[src/rtl/alu8_fc.sv]
module alu8_fc #(
  parameter int W  = 8,
  parameter int FW = 3
) (
  input  logic          oe_i,
  input  logic [FW-1:0] fn_i,
  input  logic [W-1:0]  b_i,
  input  logic [W-1:0]  c_i,
  output logic [W-1:0]  res_o,
  output logic          carry_o,
  output logic          zero_o,
  output logic          sign_o
);
  localparam int NF    = 1 << FW;
  localparam int F_ADD = 0;
  localparam int F_INC = 1;
  localparam int F_AND = 2;
  localparam int F_OR  = 3;
  localparam int F_XOR = 4;
  localparam int F_NOT = 5;
  localparam int F_SHL = 6;

  logic [NF-1:0] sel;
  logic [W-1:0]  addend, sum, and_v, or_v, xor_v, not_v, shl_v;
  logic [W:0]    cy;
  logic [W:0]    zc;
  logic          arith;

  for (genvar k = 0; k < NF; k++) begin : g_dec
    assign sel[k] = oe_i & (fn_i == FW'(k));
  end

  assign arith  = sel[F_ADD] | sel[F_INC];
  assign addend = sel[F_INC] ? W'(1) : c_i;
  assign cy[0]  = 1'b0;

  for (genvar i = 0; i < W; i++) begin : g_slice
    assign sum[i]   = b_i[i] ^ addend[i] ^ cy[i];
    assign cy[i+1]  = (b_i[i] & addend[i]) | (cy[i] & (b_i[i] ^ addend[i]));
    assign and_v[i] = b_i[i] & c_i[i];
    assign or_v[i]  = b_i[i] | c_i[i];
    assign xor_v[i] = b_i[i] ^ c_i[i];
    assign not_v[i] = ~b_i[i];
    assign shl_v[i] = b_i[(i + W - 1) % W];
  end

  assign res_o = ({W{arith}}      & sum)
               | ({W{sel[F_AND]}} & and_v)
               | ({W{sel[F_OR]}}  & or_v)
               | ({W{sel[F_XOR]}} & xor_v)
               | ({W{sel[F_NOT]}} & not_v)
               | ({W{sel[F_SHL]}} & shl_v);

  assign carry_o = arith & cy[W];

  assign zc[0] = 1'b1;
  for (genvar i = 0; i < W; i++) begin : g_zero
    assign zc[i+1] = zc[i] & ~res_o[i];
  end
  assign zero_o = zc[W];
  assign sign_o = res_o[W-1];

  always_comb begin
    if (!oe_i)
      a_r7_disabled_quiet: assert (res_o == '0 && !carry_o && zero_o);
    if (fn_i == FW'(NF - 1))
      a_r6_unused_code: assert (res_o == '0 && !carry_o);
    if (fn_i != FW'(F_ADD) && fn_i != FW'(F_INC))
      a_r8_carry_only_arith: assert (!carry_o);
    if (oe_i && fn_i == FW'(F_ADD))
      a_r1_add_sum: assert ({carry_o, res_o} == ({1'b0, b_i} + {1'b0, c_i}));
    if (oe_i && fn_i == FW'(F_SHL))
      a_r5_wrap_bit: assert (res_o[0] == b_i[W-1]);
    a_r9_zero_match: assert (zero_o == (res_o == '0));
  end
endmodule

[config.mk]
export PLATFORM = sky130hd
export DESIGN_NAME = alu8_fc
export DESIGN_NICKNAME = d
export VERILOG_FILES = /design/src/rtl/alu8_fc.sv
export SDC_FILE = /design/constraint.sdc
export NUM_CORES = 1
export LEC_CHECK = 0
export ABC_AREA = 1
export BUFFER_PORTS_ARGS = -buffer_cell sky130_fd_sc_hd__buf_2
export CORE_MARGIN = 2
export CORE_UTILIZATION = 53
export DETAILED_ROUTE_END_ITERATION = 16
export PLACE_DENSITY = 0.82
export REMOVE_ABC_BUFFERS = 1
export SLEW_MARGIN = 15
export SYNTH_ARGS = -nofsm -noshare
export SYNTH_HDL_FRONTEND = slang
export SYNTH_SLANG_ARGS = --single-unit
[constraint.sdc]
create_clock -name vclk -period 8.14
set_input_delay 1.221 -clock vclk [all_inputs]
set_output_delay 1.221 -clock vclk [all_outputs]
set_load 0.005 [all_outputs]
==> results of run 1 <==
-- layout make-up --
cell class / count / area, µm² / share of cell area (%)
timing repair buffer: 31 / 155 / 13.1
multi-input combinational: 140 / 825 / 69.7
inverter: 46 / 173 / 14.6
tap: 25 / 31.3 / 2.64
-- power breakdown --
part	switching (µW)	total, µW	leakage, µW	internal [µW]
logic	33.8	55.6	0.000816	21.7
registers	0	0	0	0
clock network	0	0	0	0
total	33.8	55.6	0.000816	21.7
-- critical path: cells and delay by family --
kind                       cells  cell delay [ns]
buffers and inverters          9             0.76
and+or+nand+nor               11             1.25
adders and majority gates      8             2.89
-- stage by stage --
step,hold slack [ns],utilization [%],instance area [µm²]
detailed placement,2.87,67.1,1180
global placement,2.86,67.1,1180
global route,2.92,67.1,1180
CTS,2.87,67.1,1180
finish,2.87,67.1,1180
floorplan,2.62,-,997
-- final timing paths --
path / end / slack [ns] / depth (start not counted)
max: zero_o / 0.80 / 28
min: res_o[4] / 2.87 / 6
-- cells by family after synthesis --
group | count (synthesis)
compound gates | 3
simple gates | 113
fa+ha+maj | 24
buf+inv | 48
-- layer usage --
layer | vias to the layer above | wire length (µm) | global-route usage [%] | share of wire [%]
met5 | - | 0 | 0 | 0
met4 | 0 | 0 | 2.16 | 0
met3 | 0 | 87 | 0 | 3.4
met2 | 21 | 1320 | 45.9 | 51
met1 | 517 | 1170 | 33.9 | 45
li1 | 614 | - | - | -
-- cells in the final DEF (no fill, tap or decap) --
master / Yosys / final
sky130_fd_sc_hd__inv_1: 45 / 45
sky130_fd_sc_hd__nor2_2: 2 / 2
sky130_fd_sc_hd__buf_2: 0 / 31
sky130_fd_sc_hd__inv_2: 1 / 1
sky130_fd_sc_hd__ha_1: 17 / 17
sky130_fd_sc_hd__o21ai_0: 3 / 3
sky130_fd_sc_hd__nand2_1: 67 / 67
sky130_fd_sc_hd__nor3_1: 1 / 1
sky130_fd_sc_hd__fa_1: 7 / 7
sky130_fd_sc_hd__nand3_1: 21 / 21
sky130_fd_sc_hd__nor2_1: 22 / 22
==> flow_metrics.py, run 1 <==
metrics = {
    "worst_setup_path": {
        "critPathSlowestCell": "sky130_fd_sc_hd__fa_1",
        "crit_path_max_incr_delay_ns": 0.49,
        "end_kind": "output pin",
        "critical_path.startpoint": "fn_i[2]",
        "path_class": "in2out",
        "worst_setup_path_start_kind": "primary input",
        "data_arrival_critical_path_ns": 6.12,
        "path_max_fanout": 7,
        "crit_required_ns": 6.92,
    },
    "placement": {
        "gp_congestion": 0.886,
        "hpwl_um": 2180,
        "numPlacedInstances": 242,
        "detailedPlace.worstSlack_ns": 0.818,
        "io_buffers": 31,
    },
    "yosys": {
        "synth_top_family_by_area": "simple AND/OR/NAND/NOR gates",
        "synthAdderAreaFrac_pct": 34.7,
        "multiplexer_share_of_the_synthesized_area_pct": 0,
        "synth.yosys.seq_area_share_pct": 0,
        "synth_largest_area_cell": "sky130_fd_sc_hd__nand2_1",
        "synthesis.instances": 188,
        "most_used_standard_cell_by_instance_count_after_synthesis": "sky130_fd_sc_hd__nand2_1",
        "synth_warnings": 0,
        "yosysTopAreaCellShare_pct": 24.8,
        "synth_simple_gate_area_share_pct": 45.0,
        "syn_area_per_cell_um2": 5.40,
        "synth_xor_xnor_area_share_pct": 0,
        "synth_top_cells_by_area": "sky130_fd_sc_hd__nand2_1, sky130_fd_sc_hd__ha_1, sky130_fd_sc_hd__inv_1",
        "synth.cell_area_um2": 1020,
        "ys_types": 12,
        "synth_compound_gate_area_share_pct": 1.48,
        "synth.cells.most_frequent": "sky130_fd_sc_hd__nand2_1, sky130_fd_sc_hd__inv_1, sky130_fd_sc_hd__nor2_1, sky130_fd_sc_hd__nand3_1, sky130_fd_sc_hd__ha_1",
    },
    "clock_tree": {
        "post_cts_resize_count": 0,
        "post_cts_setup_buffers": 0,
        "postCtsHoldBufs": 0,
    },
    "routing": {
        "wirelength_um": 2570,
        "drtIter0Drc": 27,
        "first_pass_iters": 4,
        "routed-via-count": 1152,
        "antenna_left": 0,
        "routed_via_density": 4.76,
        "drc": 0,
        "routedWlPerCell_um": 10.6,
    },
    "die": {
        "row_count": 15,
        "dieHeight_um": 47.8,
        "die_width_um": 47.8,
        "design.die.area_um2": 2280,
        "effective_utilization_at_floorplan_pct": 57.6,
        "io_pins": 31,
        "core_area_um2": 1760,
    },
    "final_layout": {
        "fraction_of_final_layout_cells_sized_beyond_drive_strength_1_pct": 15.7,
        "non_filler_instance_count_after_layout": 242,
        "fillers": 208,
        "areaGrowthSynthToFinish_pct": 16.5,
        "number_of_sequential_cells": 0,
        "n_antenna_cell": 0,
        "num-clock-buffers": 0,
        "sequential_cell_area_um2": 0,
        "design.final.nets": 263,
    },
    "sta": {
        "timing_worst_slew_pin_value_ns": 0.565,
        "hold_viol_final": 0,
        "min_period_ns": 7.34,
        "slew-limit-headroom_pct": 62.0,
        "final_worst_slack_ns": 0.802,
        "finalSetupViolCount": 0,
        "timing.final.max_slew_violations": 0,
        "post-route-period-util_pct": 90.2,
        "tns_setup_ns": 0,
        "timing.fmax_mhz": 136,
        "grt_setup_unrepaired": "no",
    },
    "global_route": {
        "grt_max_degree": 17,
        "global_route.overflow_total": 0,
        "grt_antenna_before_repair": 0,
        "gr-usage-all-layers_pct": 24.9,
        "grt_pass1_wl_um": 4180,
        "grt_pass1_vias": 972,
    },
    "pwr": {
        "power_density_nw_per_um2": 46.9,
        "peakVddDrop_mv": 0.0294,
        "post-layout-total-power_uw": 55.6,
        "leakagePower_uw": 0.000816,
    },
    "hold_path": {
        "hp-start": "b_i[3]",
        "holdCritPathClass": "in2out",
    },
    "run_status": {
        "run_status": "completed",
    },
    "job": {
        "max-cap-violations": 0,
    },
}
Note: power is estimated with default switching activity, not from simulation.
==> run 2: changes to the inputs <==
GPL_TIMING_DRIVEN = 0   (was default)
RECOVER_POWER = 50   (was default)
==> flow_metrics.py, run 2 (same netlist as run 1, synthesis figures left out) <==
metrics = {
    "global_route": {
        "globalRouteMet2Util_pct": 49.1,
        "grt_pass1_wl_um": 4240,
        "grt_busiest_layer": "met2",
        "grt_antenna_before_repair": 0,
        "global_route.overflow_total": 0,
        "grt_max_degree": 17,
        "grt_pass1_vias": 1006,
        "gr-usage-met1_pct": 33.6,
        "gr-usage-met3_pct": 0,
        "gr-usage-all-layers_pct": 25.8,
    },
    "worst_setup_path": {
        "crit_path_max_incr_delay_ns": 0.49,
        "crit_required_ns": 6.92,
        "data_arrival_critical_path_ns": 6.36,
        "worst_setup_path_start_kind": "primary input",
        "path_delay_family": "adder cells",
        "path_max_fanout": 7,
        "path_class": "in2out",
        "end_kind": "output pin",
        "critPathBufInv": 9,
        "critPathSlowestCell": "sky130_fd_sc_hd__fa_1",
    },
    "sta": {
        "slew-limit-headroom_pct": 59.7,
        "final_worst_slack_ns": 0.557,
        "min_period_ns": 7.58,
        "timing.final.max_slew_violations": 0,
        "tns_setup_ns": 0,
        "timing.fmax_mhz": 132,
        "hold_viol_final": 0,
        "fin_worst_hold_slack_ns": 2.88,
        "post-route-period-util_pct": 93.2,
        "timing_worst_slew_pin_value_ns": 0.602,
        "grt_setup_unrepaired": "no",
        "finalSetupViolCount": 0,
    },
    "final_layout": {
        "finalInstanceArea_um2": 1180,
        "sequential_cell_area_um2": 0,
        "design.final.nets": 263,
        "layout_common_cells": "sky130_fd_sc_hd__nand2_1, sky130_fd_sc_hd__inv_1, sky130_fd_sc_hd__buf_2",
        "fillers": 200,
        "fraction_of_final_layout_cells_sized_beyond_drive_strength_1_pct": 14.3,
        "multiInputGateArea_um2": 825,
        "num-clock-buffers": 0,
        "number_of_sequential_cells": 0,
        "layout_commonest_cell": "sky130_fd_sc_hd__nand2_1",
        "fin_util_pct": 66.9,
        "n_antenna_cell": 0,
        "areaGrowthSynthToFinish_pct": 16.1,
    },
    "clock_tree": {
        "postCtsHoldBufs": 0,
        "post_cts_resize_count": 0,
        "post_cts_setup_buffers": 0,
    },
    "placement": {
        "detailedPlace.worstSlack_ns": 0.591,
        "io_buffers": 31,
        "dpl-instance-area_um2": 1180,
        "gp_congestion": 0.857,
        "hpwl_um": 2250,
    },
    "run_status": {
        "run_status": "completed",
    },
    "pwr": {
        "peakVddDrop_mv": 0.0244,
        "leakagePower_uw": 0.000806,
        "power_density_nw_per_um2": 47.7,
    },
    "routing": {
        "antenna_left": 0,
        "drtIter0Drc": 42,
        "first_pass_iters": 4,
        "routedWlPerCell_um": 11.0,
        "wirelength_um": 2670,
        "routed-via-count": 1183,
        "routed_via_density": 4.89,
        "drc": 0,
    },
    "die": {
        "die_width_um": 47.8,
        "row_count": 15,
        "core_area_um2": 1760,
        "io_pins": 31,
        "dieHeight_um": 47.8,
        "design.die.area_um2": 2280,
        "effective_utilization_at_floorplan_pct": 57.6,
    },
    "hold_path": {
        "holdCritPathClass": "in2out",
    },
    "job": {
        "max-cap-violations": 0,
    },
}
==> run 2: changes by cell type in the layout (fill, tap and decap cells not counted) <==
| cell | previous run | this run |
|---|---|---|
| sky130_fd_sc_hd__clkbuf_1 | 0 | 3 |
| sky130_fd_sc_hd__buf_2 | 31 | 28 |
==> run 2: tightest hold or removal path, stage by stage <==
cell and delay [ns]:
sky130_fd_sc_hd__buf_2 0.11, sky130_fd_sc_hd__nand2_1 0.05, sky130_fd_sc_hd__nand2_1 0.05, sky130_fd_sc_hd__nor2_1 0.04, sky130_fd_sc_hd__nand2_1 0.07, sky130_fd_sc_hd__clkbuf_1 0.11
==> run 2: cell type report <==
| class | count | share of cell area, % |
|---|---|---|
| Timing Repair Buffer | 31 | 12.8 |
| Inverter | 46 | 14.6 |
| Multi-Input combinational cell | 140 | 69.9 |
| Tap cell | 25 | 2.65 |
==> run 2: worst paths after layout <==
kind     from       end  slack, ns  cells past startpoint
min    b_i[7]  res_o[0]       2.88                      6
max   fn_i[2]    zero_o       0.56                     28
==> run 2: power breakdown <==
part           internal (µW)  switching, µW
logic                   21.7           34.6
registers                  0              0
clock network              0              0
==> run 2: layer usage <==
metal	vias up	wire length, µm
li1	621	-
met1	524	1110
met5	-	0
met3	3	132
met4	0	18
met2	35	1410
==> run 2: metrics by stage <==
stage / instances / total power, µW
global route: 242 / 65.5
CTS: 242 / 56.8
detailed placement: 242 / 56.7
global placement: 242 / 53.2
finish: 242 / 56.3
floorplan: 186 / 33.8
==> run 3: changes to the inputs <==
CAP_MARGIN = 20   (was default)
CORE_UTILIZATION = 45   (was 53)
PLACE_DENSITY = 0.71   (was 0.82)
==> flow_metrics.py, run 3 (same netlist as run 1, synthesis figures left out) <==
metrics = {
    "sta": {
        "timing_worst_slew_pin_value_ns": 0.628,
        "tns_setup_ns": 0,
        "timing.final.max_slew_violations": 0,
        "finalSetupViolCount": 0,
        "min_period_ns": 7.56,
        "timing.fmax_mhz": 132,
        "grt_setup_unrepaired": "no",
        "post-route-period-util_pct": 92.8,
        "slew-limit-headroom_pct": 58.0,
        "hold_viol_final": 0,
    },
    "final_layout": {
        "design.final.nets": 263,
        "num-clock-buffers": 0,
        "fraction_of_final_layout_cells_sized_beyond_drive_strength_1_pct": 14.7,
        "sequential_cell_area_um2": 0,
        "multiInputGateArea_um2": 825,
        "layout_common_cells": "sky130_fd_sc_hd__nand2_1, sky130_fd_sc_hd__inv_1, sky130_fd_sc_hd__buf_2",
        "finalInstanceArea_um2": 1180,
        "number_of_sequential_cells": 0,
        "fillers": 258,
        "layout_commonest_cell": "sky130_fd_sc_hd__nand2_1",
        "n_antenna_cell": 0,
        "areaGrowthSynthToFinish_pct": 16.6,
    },
    "die": {
        "io_pins": 31,
        "dieHeight_um": 51.5,
        "design.die.area_um2": 2650,
        "row_count": 17,
        "core_area_um2": 2170,
        "die_width_um": 51.5,
        "effective_utilization_at_floorplan_pct": 46.8,
    },
    "global_route": {
        "grt_antenna_before_repair": 0,
        "grt_pass1_vias": 1116,
        "gr-usage-all-layers_pct": 22.4,
        "global_route.overflow_total": 0,
        "grt_pass1_wl_um": 4690,
        "grt_max_degree": 17,
    },
    "placement": {
        "dpl-instance-area_um2": 1190,
        "gp_congestion": 0.821,
        "hpwl_um": 2120,
        "io_buffers": 31,
    },
    "hold_path": {
        "hp-start": "b_i[3]",
        "holdCritPathClass": "in2out",
    },
    "routing": {
        "highest_layer": "met4",
        "wirelength_um": 2590,
        "met3WireLength_um": 73,
        "antenna_left": 0,
        "drtIter0Drc": 32,
        "routed-wl-met2_um": 1270,
        "drc": 0,
        "routed_via_density": 4.74,
        "routed-via-count": 1162,
        "wl_met1_um": 1230,
        "first_pass_iters": 4,
        "routedWlPerCell_um": 10.6,
    },
    "worst_setup_path": {
        "crit_path_max_incr_delay_ns": 0.50,
        "path_class": "in2out",
        "data_arrival_critical_path_ns": 6.34,
        "path_max_fanout": 7,
        "critPathSlowestCell": "sky130_fd_sc_hd__nor2_1",
        "worst_setup_path_start_kind": "primary input",
        "path_delay_family": "adder cells",
        "crit_required_ns": 6.92,
        "critPathBufInv": 9,
        "critical_path.startpoint": "fn_i[2]",
        "end_kind": "output pin",
    },
    "pwr": {
        "power_density_nw_per_um2": 47.0,
        "leakagePower_uw": 0.000810,
        "peakVddDrop_mv": 0.0252,
        "post-layout-total-power_uw": 55.7,
    },
    "run_status": {
        "run_status": "completed",
    },
    "job": {
        "max-cap-violations": 0,
    },
    "clock_tree": {
        "post_cts_setup_buffers": 0,
        "postCtsHoldBufs": 0,
        "post_cts_resize_count": 0,
    },
}
## run 3: cell count changes in the layout (fill, tap and decap cells not counted)
cell	delta
sky130_fd_sc_hd__buf_2	+1
sky130_fd_sc_hd__clkbuf_1	-1
## run 3: area by class of cell
| type | instances | area share (%) |
|---|---|---|
| inverters | 46 | 14.6 |
| multi-input cells | 140 | 69.6 |
| well taps | 28 | 2.96 |
| repair buffers | 31 | 12.9 |
## run 3: path summary, 6_finish.rpt
| path | cells past startpoint | to |
|---|---|---|
| setup / recovery | 28 | zero_o |
| hold / removal | 6 | res_o[4] |
## run 3: report_power, final
part           internal [µW]  leakage, µW  switching, µW
Combinational           21.7     0.000810           34.0
Clock                      0            0              0
Sequential                 0            0              0
## run 3: per-stage QoR
step           setup slack [ns]  hold WS, ns  std cells  utilization, %
5_1_grt                  0.0400         2.93        245            54.6
2_1_floorplan              1.42         2.62        186               -
3_5_place_dp              0.576         2.86        245            54.7
6_report                  0.583         2.86        245            54.6
4_1_cts                   0.566         2.86        245            54.7
3_3_place_gp              0.629         2.85        245            54.7
## run 3: routing by layer
metal  up-vias  track usage (%)
li1        615                -
met1       526             28.9
met2        19             41.7
met3         2                0
met4         0             5.26
met5         -                0
